==> src/rtl/pgc_pkg.sv <==
package pgc_pkg;
  typedef enum logic [0:0] {
    PGC_IDLE = 1'b0,
    PGC_PROG = 1'b1
  } pgc_state_e;
endpackage

==> src/rtl/pgc_latch.sv <==
module pgc_latch #(
  parameter int PAGE_BYTES = 32,
  parameter int DATA_W     = 8,
  localparam int OFF_W     = $clog2(PAGE_BYTES)
) (
  input  logic                           clk,
  input  logic                           ld_en,
  input  logic                           preload,
  input  logic [OFF_W-1:0]               ld_off,
  input  logic [DATA_W-1:0]              ld_data,
  input  logic [PAGE_BYTES*DATA_W-1:0]   page_img,
  input  logic [OFF_W-1:0]               rd_off,
  output logic [DATA_W-1:0]              rd_data
);
  logic [DATA_W-1:0] cell_q [PAGE_BYTES];

  // One register per byte position; the addressed byte takes the load,
  // the others take the array image only on the first load.
  for (genvar g = 0; g < PAGE_BYTES; g++) begin : g_cell
    logic hit;
    logic cell_en;
    logic [DATA_W-1:0] cell_d;
    assign hit     = (ld_off == OFF_W'(g));
    assign cell_en = ld_en && (hit || preload);
    assign cell_d  = hit ? ld_data : page_img[g*DATA_W +: DATA_W];
    always_ff @(posedge clk) begin
      if (cell_en) begin
        cell_q[g] <= cell_d;
      end
    end
  end

  assign rd_data = cell_q[rd_off];
endmodule

==> src/rtl/pgc_seq.sv <==
module pgc_seq
  import pgc_pkg::*;
#(
  parameter int PAGE_BYTES = 32,
  parameter int TWC_CYCLES = 200,
  localparam int OFF_W     = $clog2(PAGE_BYTES),
  localparam int CNT_W     = $clog2(TWC_CYCLES + 1)
) (
  input  logic             clk,
  input  logic             rst_n,
  input  logic             ld_valid,
  input  logic             stop_seen,
  input  logic             wp,
  output logic             ld_en,
  output logic             preload,
  output logic             busy,
  output logic             done,
  output logic             wr_en,
  output logic [OFF_W-1:0] wr_off
);
  pgc_state_e       state_q, state_d;
  logic             armed_q, armed_d;
  logic [CNT_W-1:0] cnt_q, cnt_d;
  logic             done_q, done_d;

  always_comb begin
    state_d = state_q;
    armed_d = armed_q;
    cnt_d   = cnt_q;
    done_d  = 1'b0;
    ld_en   = (state_q == PGC_IDLE) && ld_valid;
    preload = ld_en && !armed_q;
    case (state_q)
      PGC_IDLE: begin
        if (ld_en) begin
          armed_d = 1'b1;
        end
        if (stop_seen) begin
          armed_d = 1'b0;
          if (armed_q && !wp) begin
            state_d = PGC_PROG;
            cnt_d   = '0;
          end
        end
      end
      PGC_PROG: begin
        if (cnt_q == CNT_W'(TWC_CYCLES - 1)) begin
          state_d = PGC_IDLE;
          done_d  = 1'b1;
        end else begin
          cnt_d = cnt_q + 1'b1;
        end
      end
      default: state_d = PGC_IDLE;
    endcase
  end

  always_ff @(posedge clk or negedge rst_n) begin
    if (!rst_n) begin
      state_q <= PGC_IDLE;
      armed_q <= 1'b0;
      cnt_q   <= '0;
      done_q  <= 1'b0;
    end else begin
      state_q <= state_d;
      armed_q <= armed_d;
      cnt_q   <= cnt_d;
      done_q  <= done_d;
    end
  end

  assign busy   = (state_q == PGC_PROG);
  assign done   = done_q;
  assign wr_en  = busy && (cnt_q < CNT_W'(PAGE_BYTES));
  assign wr_off = cnt_q[OFF_W-1:0];
endmodule

==> src/rtl/pgbuf_commit.sv <==
module pgbuf_commit #(
  parameter int PAGE_BYTES = 32,
  parameter int ADDR_W     = 13,
  parameter int DATA_W     = 8,
  parameter int TWC_CYCLES = 200,
  localparam int OFF_W     = $clog2(PAGE_BYTES),
  localparam int PG_W      = ADDR_W - OFF_W
) (
  input  logic                         clk,
  input  logic                         rst_n,
  input  logic [ADDR_W-1:0]            page_base,
  input  logic                         ld_valid,
  input  logic [OFF_W-1:0]             ld_off,
  input  logic [DATA_W-1:0]            ld_data,
  input  logic                         stop_seen,
  input  logic                         wp,
  input  logic [PAGE_BYTES*DATA_W-1:0] page_img,
  output logic [PG_W-1:0]              page_rd_idx,
  output logic                         arr_wr_en,
  output logic [ADDR_W-1:0]            arr_wr_addr,
  output logic [DATA_W-1:0]            arr_wr_data,
  output logic                         busy,
  output logic                         done
);
  logic             ld_en;
  logic             preload;
  logic [OFF_W-1:0] wr_off;
  logic [PG_W-1:0]  pg_q;

  pgc_seq #(
    .PAGE_BYTES(PAGE_BYTES),
    .TWC_CYCLES(TWC_CYCLES)
  ) u_seq (
    .clk      (clk),
    .rst_n    (rst_n),
    .ld_valid (ld_valid),
    .stop_seen(stop_seen),
    .wp       (wp),
    .ld_en    (ld_en),
    .preload  (preload),
    .busy     (busy),
    .done     (done),
    .wr_en    (arr_wr_en),
    .wr_off   (wr_off)
  );

  pgc_latch #(
    .PAGE_BYTES(PAGE_BYTES),
    .DATA_W    (DATA_W)
  ) u_latch (
    .clk     (clk),
    .ld_en   (ld_en),
    .preload (preload),
    .ld_off  (ld_off),
    .ld_data (ld_data),
    .page_img(page_img),
    .rd_off  (wr_off),
    .rd_data (arr_wr_data)
  );

  // Page index is frozen at the first load of each transaction.
  always_ff @(posedge clk or negedge rst_n) begin
    if (!rst_n) begin
      pg_q <= '0;
    end else if (preload) begin
      pg_q <= page_base[ADDR_W-1:OFF_W];
    end
  end

  assign page_rd_idx = page_base[ADDR_W-1:OFF_W];
  assign arr_wr_addr = {pg_q, wr_off};
endmodule

==> config.mk <==
export PLATFORM = sky130hd
export DESIGN_NAME = pgbuf_commit
export DESIGN_NICKNAME = d
export VERILOG_FILES = /design/src/rtl/pgc_pkg.sv /design/src/rtl/pgc_latch.sv /design/src/rtl/pgc_seq.sv /design/src/rtl/pgbuf_commit.sv
export SDC_FILE = /design/constraint.sdc
export NUM_CORES = 1
export LEC_CHECK = 0
export ABC_AREA = 0
export CORE_MARGIN = 10
export CORE_UTILIZATION = 35
export CTS_CLUSTER_DIAMETER = 60
export DETAILED_ROUTE_END_ITERATION = 10
export GPL_TIMING_DRIVEN = 1
export MAX_ROUTING_LAYER = met4
export PLACE_DENSITY_LB_ADDON = 0.12
export SLEW_MARGIN = 5
export SYNTH_ARGS = -nofsm -noshare
export SYNTH_HDL_FRONTEND = slang
export SYNTH_SLANG_ARGS = --single-unit
==> constraint.sdc <==
create_clock -name clk -period 2.9 [get_ports clk]
set_input_delay 0.58 -clock clk [delete_from_list [all_inputs] [get_ports clk]]
set_output_delay 0.58 -clock clk [all_outputs]
set_load 0.01 [all_outputs]
==> flow_summary.toml <==
[status]
status = "finished with violations"
violations = "negative setup slack"

[global_routing]
antenna_found_initial = 0
grt_pass1_vias = 10894
grt_max_degree = 33
grt_use_total_pct = 20.9
grt-ovfl-total = 0
grt_pass1_wl_mm = 74.2

[place]
gp_congestion = 0.856
post-place-ws_ns = -0.0601
io_buffers = 313
placed_area_sq_um = 18700
place_hpwl_mm = 38.6

[critical_path]
regToRegStartpoint = "u_seq.cnt_q[4]"
cp.required_ns = 2.32
path_max_fanout = 17
startpoint_type = "register"
setup.worst_path.class = "register to output port"
ff2ff_setup_slack_ns = 0.95
reg2reg_depth = 5
r2r_end = "u_seq.cnt_q[6]"
end_kind = "output port"
crit_arrival_ns = 2.48

[floorplanning]
ioPinCount = 319
placementRows = 74
die_w_microns = 222
dieArea_sq_um = 49400
fp.dieH_microns = 222
start_util_pct = 35.2
core_sq_um = 40600

[drt]
detail_route.wl_per_cell_microns = 26.9
drt_iter0_drc = 770
antenna_left = 0
drt-vias-per-instance = 5.21
drt_wl_total_mm = 52.0
drt_first_pass_iters = 5
vias = 10054
drc = 0

[clock_tree]
clkTransAtPathRegs_ns = 0.06
cts_htree_levels = 1
cts.sinks = 275
clk_path_buf_depth = 3
cts_made_buffers = 31
cts_hold_buf = 0
cts_tree = "yes"
worstSkewPairLatency_ns = 0.56
root_buffer = "clkbuf_16"

[timing]
period_needed_ns = 3.06
tightest_slew_ns = 0.680
setup_viol = 8
slew_headroom_pct = 54.7
rsz0062_at_grt = "true"
hold_violations = 0
skew_ns = 0.0102
drv_slew = 0
fmax_ghz = 0.327
layout_setup_ws_ns = -0.161
fin_crit_sh_pct = 106

[power]
swShare_pct = 20.5
p_switching_mw = 1.83
power_density_nw_per_um2 = 442
seq_power_share_pct = 48.7
internal-power_mw = 7.08
p_comb_share_pct = 9.5
ir_worst_vdd_mv = 0.398
clkPwrFrac_pct = 41.8
leakagePower_nw = 6.75

[cells_and_area]
n_antenna_cell = 0
layout-drive-gt1-share_pct = 38.7
post-route-util_pct = 49.6
design_area_sq_um = 20200
syn_to_final_growth_pct = 41.0
fin_nets = 1666
fill_cells = 3573

[synthesis]
yosysWarnings = 0
syn_nets = 1266
yosysSeqAreaShare_pct = 57.0
postSynthAreaPerCell_sq_um = 14.6
ys_ff_latch = 275
synth.cell_area_sq_um = 14300
synthCells = 977
synth.distinct_cells = 42

[min_path]
hold_path.class = "input pin to asynchronous set/reset pin"

[job]
drv_cap = 0
[final cells by class]
type | count | area (sq um) | area share [%]
repair buffers | 451 | 4390 | 21.7
flip-flops and latches | 275 | 8170 | 40.5
clock buffers | 36 | 795 | 3.94
clock inverters | 17 | 160 | 0.794
multi-input cells | 610 | 5970 | 29.6
inverters | 8 | 30.0 | 0.149
well taps | 532 | 666 | 3.30
[state kept, by name, indices dropped and copies added (netlist names)]
signal	cells
pg_q	8
u_latch.cell_q	256
u_seq.armed_q	1
u_seq.busy	1
u_seq.cnt_q	8
u_seq.done	1
[cell usage in the layout, fill, tap and decap left out, types with 5 or more instances in the layout]
cell type	synthesis	layout
a21oi_1	36	35
a22oi_1	31	27
buf_12	0	11
buf_4	15	119
buf_6	0	6
clkbuf_1	44	5
clkbuf_16	0	31
clkdlybuf4s50_1	0	305
clkinv_1	1	8
clkinv_2	0	5
dfrtp_1	19	17
edfxtp_1	256	256
inv_1	7	7
mux2_2	264	264
mux2i_1	89	71
mux2i_2	0	12
mux2i_4	0	6
mux4_2	19	19
nand2_1	14	14
nand2_2	12	12
nand2b_1	7	7
nand3_1	23	19
nand3b_1	5	5
nand4_1	10	10
nor2_1	29	28
nor2_2	12	12
o211ai_1	5	5
[power groups by stage]
stage          sequential [mW]  combinational [mW]  clock [mW]
5_1_grt                   4.34               0.894        3.95
4_1_cts                   4.34               0.849        3.81
3_5_place_dp              4.43               0.843           0
2_1_floorplan             4.43               0.286           0
3_3_place_gp              4.43               0.844           0
6_report                  4.34               0.843        3.72
[per-stage QoR]
stage | power [mW] | TNS (ns) | hold slack (ns) | std cells
global route | 9.19 | -1.56 | 0.454 | 1929
floorplan | 4.71 | 0 | 0.284 | 977
detailed placement | 5.27 | -0.0716 | 0.494 | 1864
CTS | 9.00 | -0.853 | 0.422 | 1926
finish | 8.91 | -0.898 | 0.429 | 1929
global placement | 5.27 | -0.112 | 0.489 | 1864
[cells by family (layout without fill, tap and decap cells)]
| family | count (synthesis) | count (layout) | synth area share (%) |
|---|---|---|---|
| buffers and inverters | 92 | 512 | 3.01 |
| AOI/OAI and AO/OA | 101 | 101 | 4.70 |
| and+or+nand+nor | 132 | 132 | 4.88 |
| adders and majority gates | 2 | 2 | 0.175 |
| DFF | 275 | 275 | 57.0 |
| muxes | 373 | 373 | 30.1 |
| xor gates and xnor gates | 2 | 2 | 0.122 |
[per-layer routing]
| layer | up-vias | GRT usage (%) | wire [microns] |
|---|---|---|---|
| met2 | 364 | 34.0 | 25300 |
| met1 | 5021 | 27.0 | 22800 |
| met3 | 56 | 3.36 | 2740 |
| met4 | 0 | 4.21 | 1080 |
| li1 | 4613 | - | - |
| met5 | - | - | 0 |
[timing repair]
| action | 4_1_cts | 5_1_grt |
|---|---|---|
| pin swaps | 9 | 7 |
| gates cloned | 3 | 0 |
| buffers inserted | 6 | 3 |
| setup endpoints to repair | 8 | 8 |
| hold endpoints to repair | 0 | 0 |
| gates resized for setup | 97 | 16 |
[worst max path at each step]
| stage | end | from | depth (start not counted) | slack [ns] |
|---|---|---|---|---|
| after global placement | arr_wr_data[3] | u_seq.cnt_q[1] | 6 | -0.04 |
| after CTS | arr_wr_data[0] | u_seq.cnt_q[1] | 6 | -0.12 |
| after floorplan | arr_wr_data[3] | u_seq.cnt_q[0] | 5 | 0.61 |
| after global routing | arr_wr_data[2] | u_seq.cnt_q[0] | 6 | -0.22 |
| after detailed placement | arr_wr_data[3] | u_seq.cnt_q[1] | 6 | -0.06 |
| final | arr_wr_data[0] | u_seq.cnt_q[0] | 8 | -0.16 |
[worst max-delay path: stages (launching register included)]
cell and delay, ns:
dfrtp_4 0.53, buf_12 0.17, buf_12 0.16, mux2i_1 0.15
buf_4 0.14, a21oi_1 0.06, nand3_1 0.18, nand4_1 0.28
buf_2 0.24
[cell usage after synthesis (all sizes together)]
master,instances,area [sq um]
and2,2,12.5
a211oi,4,30.0
a311oi,1,8.76
nor2,41,184
o21ai,6,30.0
dfrtp,19,475
o31ai,4,30.0
a21oi,36,180
nand3b,5,37.5
nand3,23,115
clkbuf,44,165
nor2b,7,43.8
a2111oi,1,8.76
inv,7,26.3
nand2,26,128
nor3,2,10.0
a221oi,4,35.0
clkinv,1,3.75
mux2,265,2980
o211ai,5,37.5
or3,4,25.0
nor4,1,6.26
a32oi,1,8.76
xnor2,2,17.5
buf,40,235
o22ai,3,18.8
o221ai,4,35.0
a22oi,31,233
nor3b,4,30.0
ha,2,25.0
mux2i,89,891
nand4,10,62.6
mux4,19,428
nand2b,7,43.8
o41ai,1,16.3
edfxtp,256,7690
(Power assumes the default switching activity.)
